File: src/rtl/flash_cmd_pkg.sv
package flash_cmd_pkg;
  localparam int ADDR_W = 12;
  localparam int DATA_W = 32;

  localparam logic [ADDR_W-1:0] OFS_ADDR  = 12'h000;
  localparam logic [ADDR_W-1:0] OFS_DATA  = 12'h004;
  localparam logic [ADDR_W-1:0] OFS_CMD   = 12'h008;
  localparam logic [ADDR_W-1:0] OFS_RAW   = 12'h00C;
  localparam logic [ADDR_W-1:0] OFS_MASK  = 12'h010;
  localparam logic [ADDR_W-1:0] OFS_CLR   = 12'h014;
  localparam logic [ADDR_W-1:0] OFS_PROTR = 12'h020;
  localparam logic [ADDR_W-1:0] OFS_PROTP = 12'h024;
  localparam logic [ADDR_W-1:0] OFS_USEC  = 12'h028;

  localparam logic [DATA_W-1:0] PROTR_RST = 32'h8000_00FF;
  localparam logic [DATA_W-1:0] PROTP_RST = 32'h0000_00FF;
  localparam logic [DATA_W-1:0] USEC_RST  = 32'h0000_0018;

  localparam int CMD_N = 3;

  // Strobes from the command sequencer to the register datapath
  typedef struct packed {
    logic [CMD_N-1:0] cmdLive;
    logic             opDone;
  } seqStrobe_t;
endpackage

File: src/rtl/flash_cmd_seq.sv
module flash_cmd_seq
  import flash_cmd_pkg::*;
#(
  parameter int          PROG_CYCLES = 16,
  parameter int          PAGE_CYCLES = 64,
  parameter int          MASS_CYCLES = 256,
  parameter logic [15:0] CMD_KEY     = 16'hA442
) (
  input  logic              clk,
  input  logic              rstN,
  input  logic [ADDR_W-1:0] busAddr,
  input  logic              busWr,
  input  logic [15:0]       cmdKey,
  input  logic [CMD_N-1:0]  cmdReq,
  output seqStrobe_t        strobe
);
  localparam int MAX_A   = (PROG_CYCLES > PAGE_CYCLES) ? PROG_CYCLES : PAGE_CYCLES;
  localparam int MAX_CYC = (MAX_A > MASS_CYCLES) ? MAX_A : MASS_CYCLES;
  localparam int CNT_W   = (MAX_CYC > 2) ? $clog2(MAX_CYC) : 1;
  localparam logic [CNT_W-1:0] PROG_LOAD = CNT_W'(PROG_CYCLES - 1);
  localparam logic [CNT_W-1:0] PAGE_LOAD = CNT_W'(PAGE_CYCLES - 1);
  localparam logic [CNT_W-1:0] MASS_LOAD = CNT_W'(MASS_CYCLES - 1);

  logic [CMD_N-1:0] liveQ;
  logic [CNT_W-1:0] cntQ;
  logic [CNT_W-1:0] loadVal;
  logic             busy;
  logic             accept;
  logic             lastCycle;

  assign busy      = |liveQ;
  assign accept    = busWr && (busAddr == OFS_CMD) && (cmdKey == CMD_KEY)
                     && $onehot(cmdReq) && !busy;
  assign lastCycle = busy && (cntQ == '0);

  always_comb begin
    unique case (cmdReq)
      3'b001:  loadVal = PROG_LOAD;
      3'b010:  loadVal = PAGE_LOAD;
      default: loadVal = MASS_LOAD;
    endcase
  end

  always_ff @(posedge clk or negedge rstN) begin
    if (!rstN) begin
      liveQ <= '0;
      cntQ  <= '0;
    end else if (accept) begin
      liveQ <= cmdReq;
      cntQ  <= loadVal;
    end else if (lastCycle) begin
      liveQ <= '0;
    end else if (busy) begin
      cntQ <= cntQ - 1'b1;
    end
  end

  assign strobe.cmdLive = liveQ;
  assign strobe.opDone  = lastCycle;
endmodule

File: src/rtl/flash_cmd_regs.sv
module flash_cmd_regs
  import flash_cmd_pkg::*;
(
  input  logic              clk,
  input  logic              rstN,
  input  logic [ADDR_W-1:0] busAddr,
  input  logic [DATA_W-1:0] busWdata,
  input  logic              busWr,
  input  logic              busRd,
  input  seqStrobe_t        strobe,
  output logic [DATA_W-1:0] busRdata,
  output logic              irqOut
);
  logic [DATA_W-1:0] addrQ, dataQ, protRdQ, protPgQ, usecQ;
  logic              maskQ, rawQ;
  logic [DATA_W-1:0] readMux;

  always_ff @(posedge clk or negedge rstN) begin
    if (!rstN) begin
      addrQ   <= '0;
      dataQ   <= '0;
      maskQ   <= 1'b0;
      protRdQ <= PROTR_RST;
      protPgQ <= PROTP_RST;
      usecQ   <= USEC_RST;
    end else if (busWr) begin
      unique case (busAddr)
        OFS_ADDR:  addrQ   <= busWdata;
        OFS_DATA:  dataQ   <= busWdata;
        OFS_MASK:  maskQ   <= busWdata[0];
        OFS_PROTR: protRdQ <= busWdata;
        OFS_PROTP: protPgQ <= busWdata;
        OFS_USEC:  usecQ   <= busWdata;
        default: ;
      endcase
    end
  end

  // Completion set wins over a same-cycle clear
  always_ff @(posedge clk or negedge rstN) begin
    if (!rstN)                                                rawQ <= 1'b0;
    else if (strobe.opDone)                                   rawQ <= 1'b1;
    else if (busWr && busAddr == OFS_CLR && busWdata[0])      rawQ <= 1'b0;
  end

  always_comb begin
    unique case (busAddr)
      OFS_ADDR:  readMux = addrQ;
      OFS_DATA:  readMux = dataQ;
      OFS_CMD:   readMux = {{(DATA_W-CMD_N){1'b0}}, strobe.cmdLive};
      OFS_RAW:   readMux = {{(DATA_W-1){1'b0}}, rawQ};
      OFS_MASK:  readMux = {{(DATA_W-1){1'b0}}, maskQ};
      OFS_CLR:   readMux = {{(DATA_W-1){1'b0}}, rawQ & maskQ};
      OFS_PROTR: readMux = protRdQ;
      OFS_PROTP: readMux = protPgQ;
      OFS_USEC:  readMux = usecQ;
      default:   readMux = '0;
    endcase
  end

  assign busRdata = busRd ? readMux : '0;
  assign irqOut   = rawQ & maskQ;
endmodule

File: src/rtl/flash_cmd_ctrl.sv
module flash_cmd_ctrl
  import flash_cmd_pkg::*;
#(
  parameter int          PROG_CYCLES = 16,
  parameter int          PAGE_CYCLES = 64,
  parameter int          MASS_CYCLES = 256,
  parameter logic [15:0] CMD_KEY     = 16'hA442
) (
  input  logic        clk,
  input  logic        rstN,
  input  logic [11:0] busAddr,
  input  logic [31:0] busWdata,
  input  logic        busWr,
  input  logic        busRd,
  output logic [31:0] busRdata,
  output logic        irqOut
);
  seqStrobe_t strobes;

  flash_cmd_seq #(
    .PROG_CYCLES(PROG_CYCLES),
    .PAGE_CYCLES(PAGE_CYCLES),
    .MASS_CYCLES(MASS_CYCLES),
    .CMD_KEY    (CMD_KEY)
  ) uSeq (
    .clk    (clk),
    .rstN   (rstN),
    .busAddr(busAddr),
    .busWr  (busWr),
    .cmdKey (busWdata[31:16]),
    .cmdReq (busWdata[CMD_N-1:0]),
    .strobe (strobes)
  );

  flash_cmd_regs uRegs (
    .clk     (clk),
    .rstN    (rstN),
    .busAddr (busAddr),
    .busWdata(busWdata),
    .busWr   (busWr),
    .busRd   (busRd),
    .strobe  (strobes),
    .busRdata(busRdata),
    .irqOut  (irqOut)
  );
endmodule

File: config.mk
export PLATFORM = sky130hd
export DESIGN_NAME = flash_cmd_ctrl
export DESIGN_NICKNAME = d
export VERILOG_FILES = /design/src/rtl/flash_cmd_pkg.sv /design/src/rtl/flash_cmd_seq.sv /design/src/rtl/flash_cmd_regs.sv /design/src/rtl/flash_cmd_ctrl.sv
export SDC_FILE = /design/constraint.sdc
export NUM_CORES = 1
export LEC_CHECK = 0
export BUFFER_PORTS_ARGS = -buffer_cell sky130_fd_sc_hd__buf_2
export CAP_MARGIN = 25
export CORE_UTILIZATION = 45
export CTS_CLUSTER_SIZE = 28
export DETAILED_ROUTE_END_ITERATION = 6
export PLACE_DENSITY = 0.69
export SLEW_MARGIN = 10
export SYNTH_ARGS = -nofsm -noshare
export SYNTH_HDL_FRONTEND = slang
export SYNTH_SLANG_ARGS = --single-unit
File: constraint.sdc
create_clock -name clk -period 1.8 [get_ports clk]
set_input_delay 0.18 -clock clk [delete_from_list [all_inputs] [get_ports clk]]
set_output_delay 0.18 -clock clk [all_outputs]
set_load 0.05 [all_outputs]
---- After elaboration in Yosys (flattened, before gate mapping) ----
Index checks and enable logic that the tools add are counted.
operators by class
  $add $sub $neg .......................... 3
  multipliers ............................. 0
  divide/modulo/power cells ............... 0
  $lt $le $gt $ge ......................... 0
  eq/ne operators ......................... 13
  shift operators ......................... 0
  mux-type cells .......................... 10
  bitwise operators ....................... 1
  reduce and logical (&&, ||, !) cells .... 21
operators by type and width
  cell                  count
  $pmux 32 s9           1
  $eq 12x6->1 const B   3
  $mux 32               1
  $eq 12x4->1 const B   2
  $eq 12x5->1 const B   2
  $mux 8                3
  $eq 16x16->1 const B  1
  $pmux 8 s2            1
  $reduce_and 2->1      7
  $eq 12x3->1 const B   1
  $logic_not 12->1      1
  $logic_not 8->1       1
  $sub 8x1->8 const B   1
  $logic_and 1x1->1     7
  $mux 3                2
  $reduce_bool 2->1     3
  $eq 3x1->1 const B    1
  $eq 3x2->1 const B    1
  $reduce_or 3->1       1
  $add 1x1->2           1
  $add 2x1->2           1
  $eq 2x1->1 const B    1
  $mux 1                2
  $ne 2x1->1 const B    1
  other kinds (2)       2
storage, ports and cells
  register bits after elaboration ......... 173
  bits in latches ......................... 0
  memory bits (writable) .................. 0
  bits in read-only memories .............. 0
  input port bits ......................... 48
  output and inout bits ................... 33
  memories kept ........................... 0

---- Longest topological paths before layout ----
  word-level depth ........................ 7
  mapped depth ............................ 8

---- Cells and area by module ----
A second synthesis with hierarchy kept.
second synthesis, totals
  cell total of the unflattened synthesis .. 627
  area total of the unflattened synthesis .. 8395.6 µm²
by module, submodules not included
  module          times used  cells an instance  area each (µm²)  seq. area each (µm²)
  flash_cmd_regs  1           544                7609.8           4077.7
  flash_cmd_seq   1           83                 785.8            275.3

---- Worst setup path before layout ----
OpenSTA, ideal clock, no wires.
  path type ............................... in2out
  start point ............................. input port busAddr[9]
  end point ............................... output port busRdata[17]
  data arrival time ....................... 2.421 ns
  path slack .............................. -0.801 ns
  stages on the path ...................... 6
  cell sequence ........................... or4_1 > buf_2 > nor4_4 > clkbuf_1 > a22oi_1 > a21oi_1
on the way
  cells in the longest elaborated chain, start to end .. 3
  elaborated cells between the ends (all ways) .. 11
  classes of those cells .................. eq/ne (8); mux (2); reduce/logical (1)
RTL lines
  what                                       line                  RTL
  start, declared                            flash_cmd_ctrl.sv:11  input logic [11:0] busAddr,
  $eq 12x6->1, or another cell as far along  flash_cmd_regs.sv:47  unique case (busAddr)
  $pmux 32 s9 (*)                            flash_cmd_regs.sv:47
  $mux 32 (*)                                flash_cmd_regs.sv:61  assign busRdata = busRd ? readMux : '0;
  end, declared                              flash_cmd_ctrl.sv:15  output logic [31:0] busRdata,
Mark *: on every way between the ends. The rest lies on a longest branch, timed or not.

---- Worst setup path in the final report ----
  start point ............................. input port busAddr[9]
  end point ............................... output port busRdata[23]
The elaborated chain is that of the path after synthesis.

==> results.toml <==
[status]
status = "complete, but fails checks"
failed_checks = "setup timing"

[cts]
htree_levels = 4
clock_latency_ps = 440
clkTransAtPathRegs_ps = 70
cts_tree = "yes"
root_buffer = "clkbuf_16"
cts.path.max_buffers = 2
numCtsBuffers = 17
clkSinkCount = 173

[placement]
dp_cells = 1020
gp_congestion = 0.8852
port_buffers = 80
dpl_cell_area_mm2 = 0.01040
pre_cts_ws_ps = -484.5
dp_hpwl_um = 15490

[global_routing]
grt_pass1_wl_um = 36710
antenna_found_initial = 1
grt_start_max_net_pins = 53
track_usage = 0.2653
grt_pass1_vias = 6795
grt-ovfl-total = 0

[sta]
finalMaxSlewViolations = 0
slew_headroom = 0.6257
min_period_ps = 2197
fin_tns_setup_ps = -12320
whs_ps = 25.80
setup_violations = 56
hold_viol_final = 0
fmax_mhz = 455.1
worst_pin_slew_ps = 561.5
finalWorstSetupSlack_ps = -397.3
rsz0062_at_grt = "yes"
fin_crit_sh = 1.221
worst_clock_skew_ps = 2.916

[synth]
synth_edf_count = 0
synth_cell_type_count = 47
ys_seq_area_frac = 0.5253
synth_xor_area_frac = 0.005285
synth_compound_area_frac = 0.08591
ys_ff_latch = 173
synth_mux_area_frac = 0.2740
avgSynthCellArea_um2 = 12.59
synthSimpleGateAreaFrac = 0.07731
synth_fp_nets = 708
postSynthCellCount = 658
synth_top_family_by_area = "multiplexers"
async_flop_share = 1.000
syn_area_mm2 = 0.008287
ys.flop_type = "dfrtp_1"
synth-warning-count = 0
synthAdderAreaFrac = 0.003926

[floorplan]
core_mm2 = 0.01802
die_y_um = 137.7
start_util = 0.4597
die_area_mm2 = 0.01896
io_pins = 81
die_w_um = 137.7
rows = 49

[final_layout]
final_cells = 1070
fill_cells = 1325
final_area_mm2 = 0.01169
drive_gt1_frac = 0.6155
area_growth_pct = 41.05
final_nets = 877

[worst_setup_path]
cp.required_ps = 1620
arrival_ps = 2020
worst_r2r_path_depth = 4
setup.worst_path.class = "in -> out"
start_kind = "input pin"
timing.critical_path.to_type = "output pin"
path_max_fanout = 6

[hold_path]
hp-class = "in -> reg"
hold-path-cell-count = 2

[power]
p_per_area_mw_per_mm2 = 718.8
leakage_uw = 0.005336
vdd_drop_max_v = 0.0006718

[drt]
ant_nets = 0
vias = 6365
wl_per_cell_um = 22.98
drt_wl_total_um = 24590
via_per_inst = 5.949
drtPass1Iterations = 6
drc = 0
drt_iter0_markers = 370

[run]
cap_viol_max_count = 0
## worst max-delay path, stage by stage
cell and delay, ps:
buf_6 90, or4_4 590, buf_6 150, nor4_4 210, buf_6 180, clkbuf_16 170
a22oi_2 110, a21oi_4 150, buf_6 170
## logic make-up (layout without fill, tap and decap cells)
logic type,count (synthesis),count (layout)
AO/OA/AOI/OAI,105,105
buffers and inverters,52,234
adder cells (fa/ha/maj),2,2
multiplexers,203,203
flip-flops,173,173
AND/OR/NAND/NOR,118,118
XOR/XNOR,5,5
other,0,1
## placed cells by master, fill, tap and decap left out, drive strengths merged, types with 7 or more instances in the layout
| master | synthesis | routed |
|---|---|---|
| a21oi | 31 | 31 |
| a22o | 22 | 22 |
| a22oi | 23 | 23 |
| and3 | 10 | 10 |
| buf | 21 | 189 |
| clkbuf | 23 | 21 |
| dfrtp | 154 | 154 |
| dfstp | 19 | 19 |
| inv | 8 | 13 |
| mux2 | 191 | 191 |
| mux2i | 12 | 12 |
| nand2 | 41 | 41 |
| nor2 | 12 | 12 |
| nor3 | 16 | 16 |
| nor4 | 7 | 7 |
| o21ai | 14 | 14 |
## routing by layer
layer / track usage / part of all wire / up-vias
met5: 0 / 0 / -
met4: 0.1117 / 0.023 / 0
met3: 0.05519 / 0.063 / 44
met2: 0.4391 / 0.50 / 255
met1: 0.3367 / 0.42 / 3289
li1: - / - / 2777
## layout make-up
| type | instances | area [um2] | share of cell area |
|---|---|---|---|
| Clock inverter | 15 | 210.2 | 0.01798 |
| Clock buffer | 17 | 425.4 | 0.03639 |
| Tap cell | 229 | 286.5 | 0.02451 |
| Inverter | 8 | 30.03 | 0.002569 |
| Antenna cell | 1 | 2.502 | 0.0002141 |
| Timing Repair Buffer | 194 | 1861 | 0.1592 |
| Sequential cell | 173 | 4353 | 0.3724 |
| Multi-Input combinational cell | 433 | 4521 | 0.3867 |
## synth_stat cells, types with 6 or more instances
master    instances  area share
mux2_2          158        0.21
dfrtp_1         154        0.47
nand2_1          40       0.018
mux2_1           33       0.045
a21oi_1          31       0.019
a22oi_1          23       0.021
clkbuf_1         23       0.010
a22o_1           22       0.023
dfstp_2          19       0.060
nor3_1           15      0.0091
o21ai_0          14      0.0085
buf_2            13      0.0079
mux2i_1          12       0.014
nor2_1           12      0.0054
and3_1           10      0.0075
inv_1             8      0.0036
buf_4             6      0.0054
nor4_1            6      0.0045
## metrics by stage
stage               total power [uW]  utilization
global placement                4441       0.5767
global route                    8656       0.6485
finish                          8402       0.6485
CTS                             8445       0.6318
detailed placement              4460       0.5767
floorplan                       4124            -
## final timing paths
path,start,end,slack [ps]
hold / removal,busWdata[8],uRegs.dataQ[8],30
setup / recovery,busAddr[9],busRdata[23],-400
hold reg to reg,uRegs.usecQ[26],uRegs.usecQ[26],510
setup reg to reg,uSeq.cntQ[3],uSeq.cntQ[7],60
min in group asynchronous,rstN,uRegs.protPgQ[30],210
max in group asynchronous,rstN,uRegs.usecQ[3],850
## power breakdown
group | total (uW) | switching, uW | internal (uW) | leakage, uW
registers | 3910 | 9.25 | 3910 | 0.00230
logic | 496 | 295 | 200 | 0.00274
clock network | 3990 | 1640 | 2350 | 0.000299
total | 8400 | 1950 | 6450 | 0.00534
## registers in the layout, summed over array words and instances, names as in the netlist
| register | cells |
|---|---|
| uRegs.maskQ | 1 |
| uRegs.addrQ | 32 |
| uRegs.protPgQ | 32 |
| uRegs.usecQ | 32 |
| uSeq.liveQ | 3 |
| uRegs.protRdQ | 32 |
| uSeq.cntQ | 8 |
| uRegs.dataQ | 32 |
| uRegs.rawQ | 1 |
## what timing repair did
action	in CTS	in global routing
setup endpoints to repair	33	41
pin swaps	3	26
hold buffers	1	0
hold endpoints to repair	65	0
setup buffers	4	5
resized for setup	81	38
gates cloned	2	6
Power figures use the tool's default switching activity.
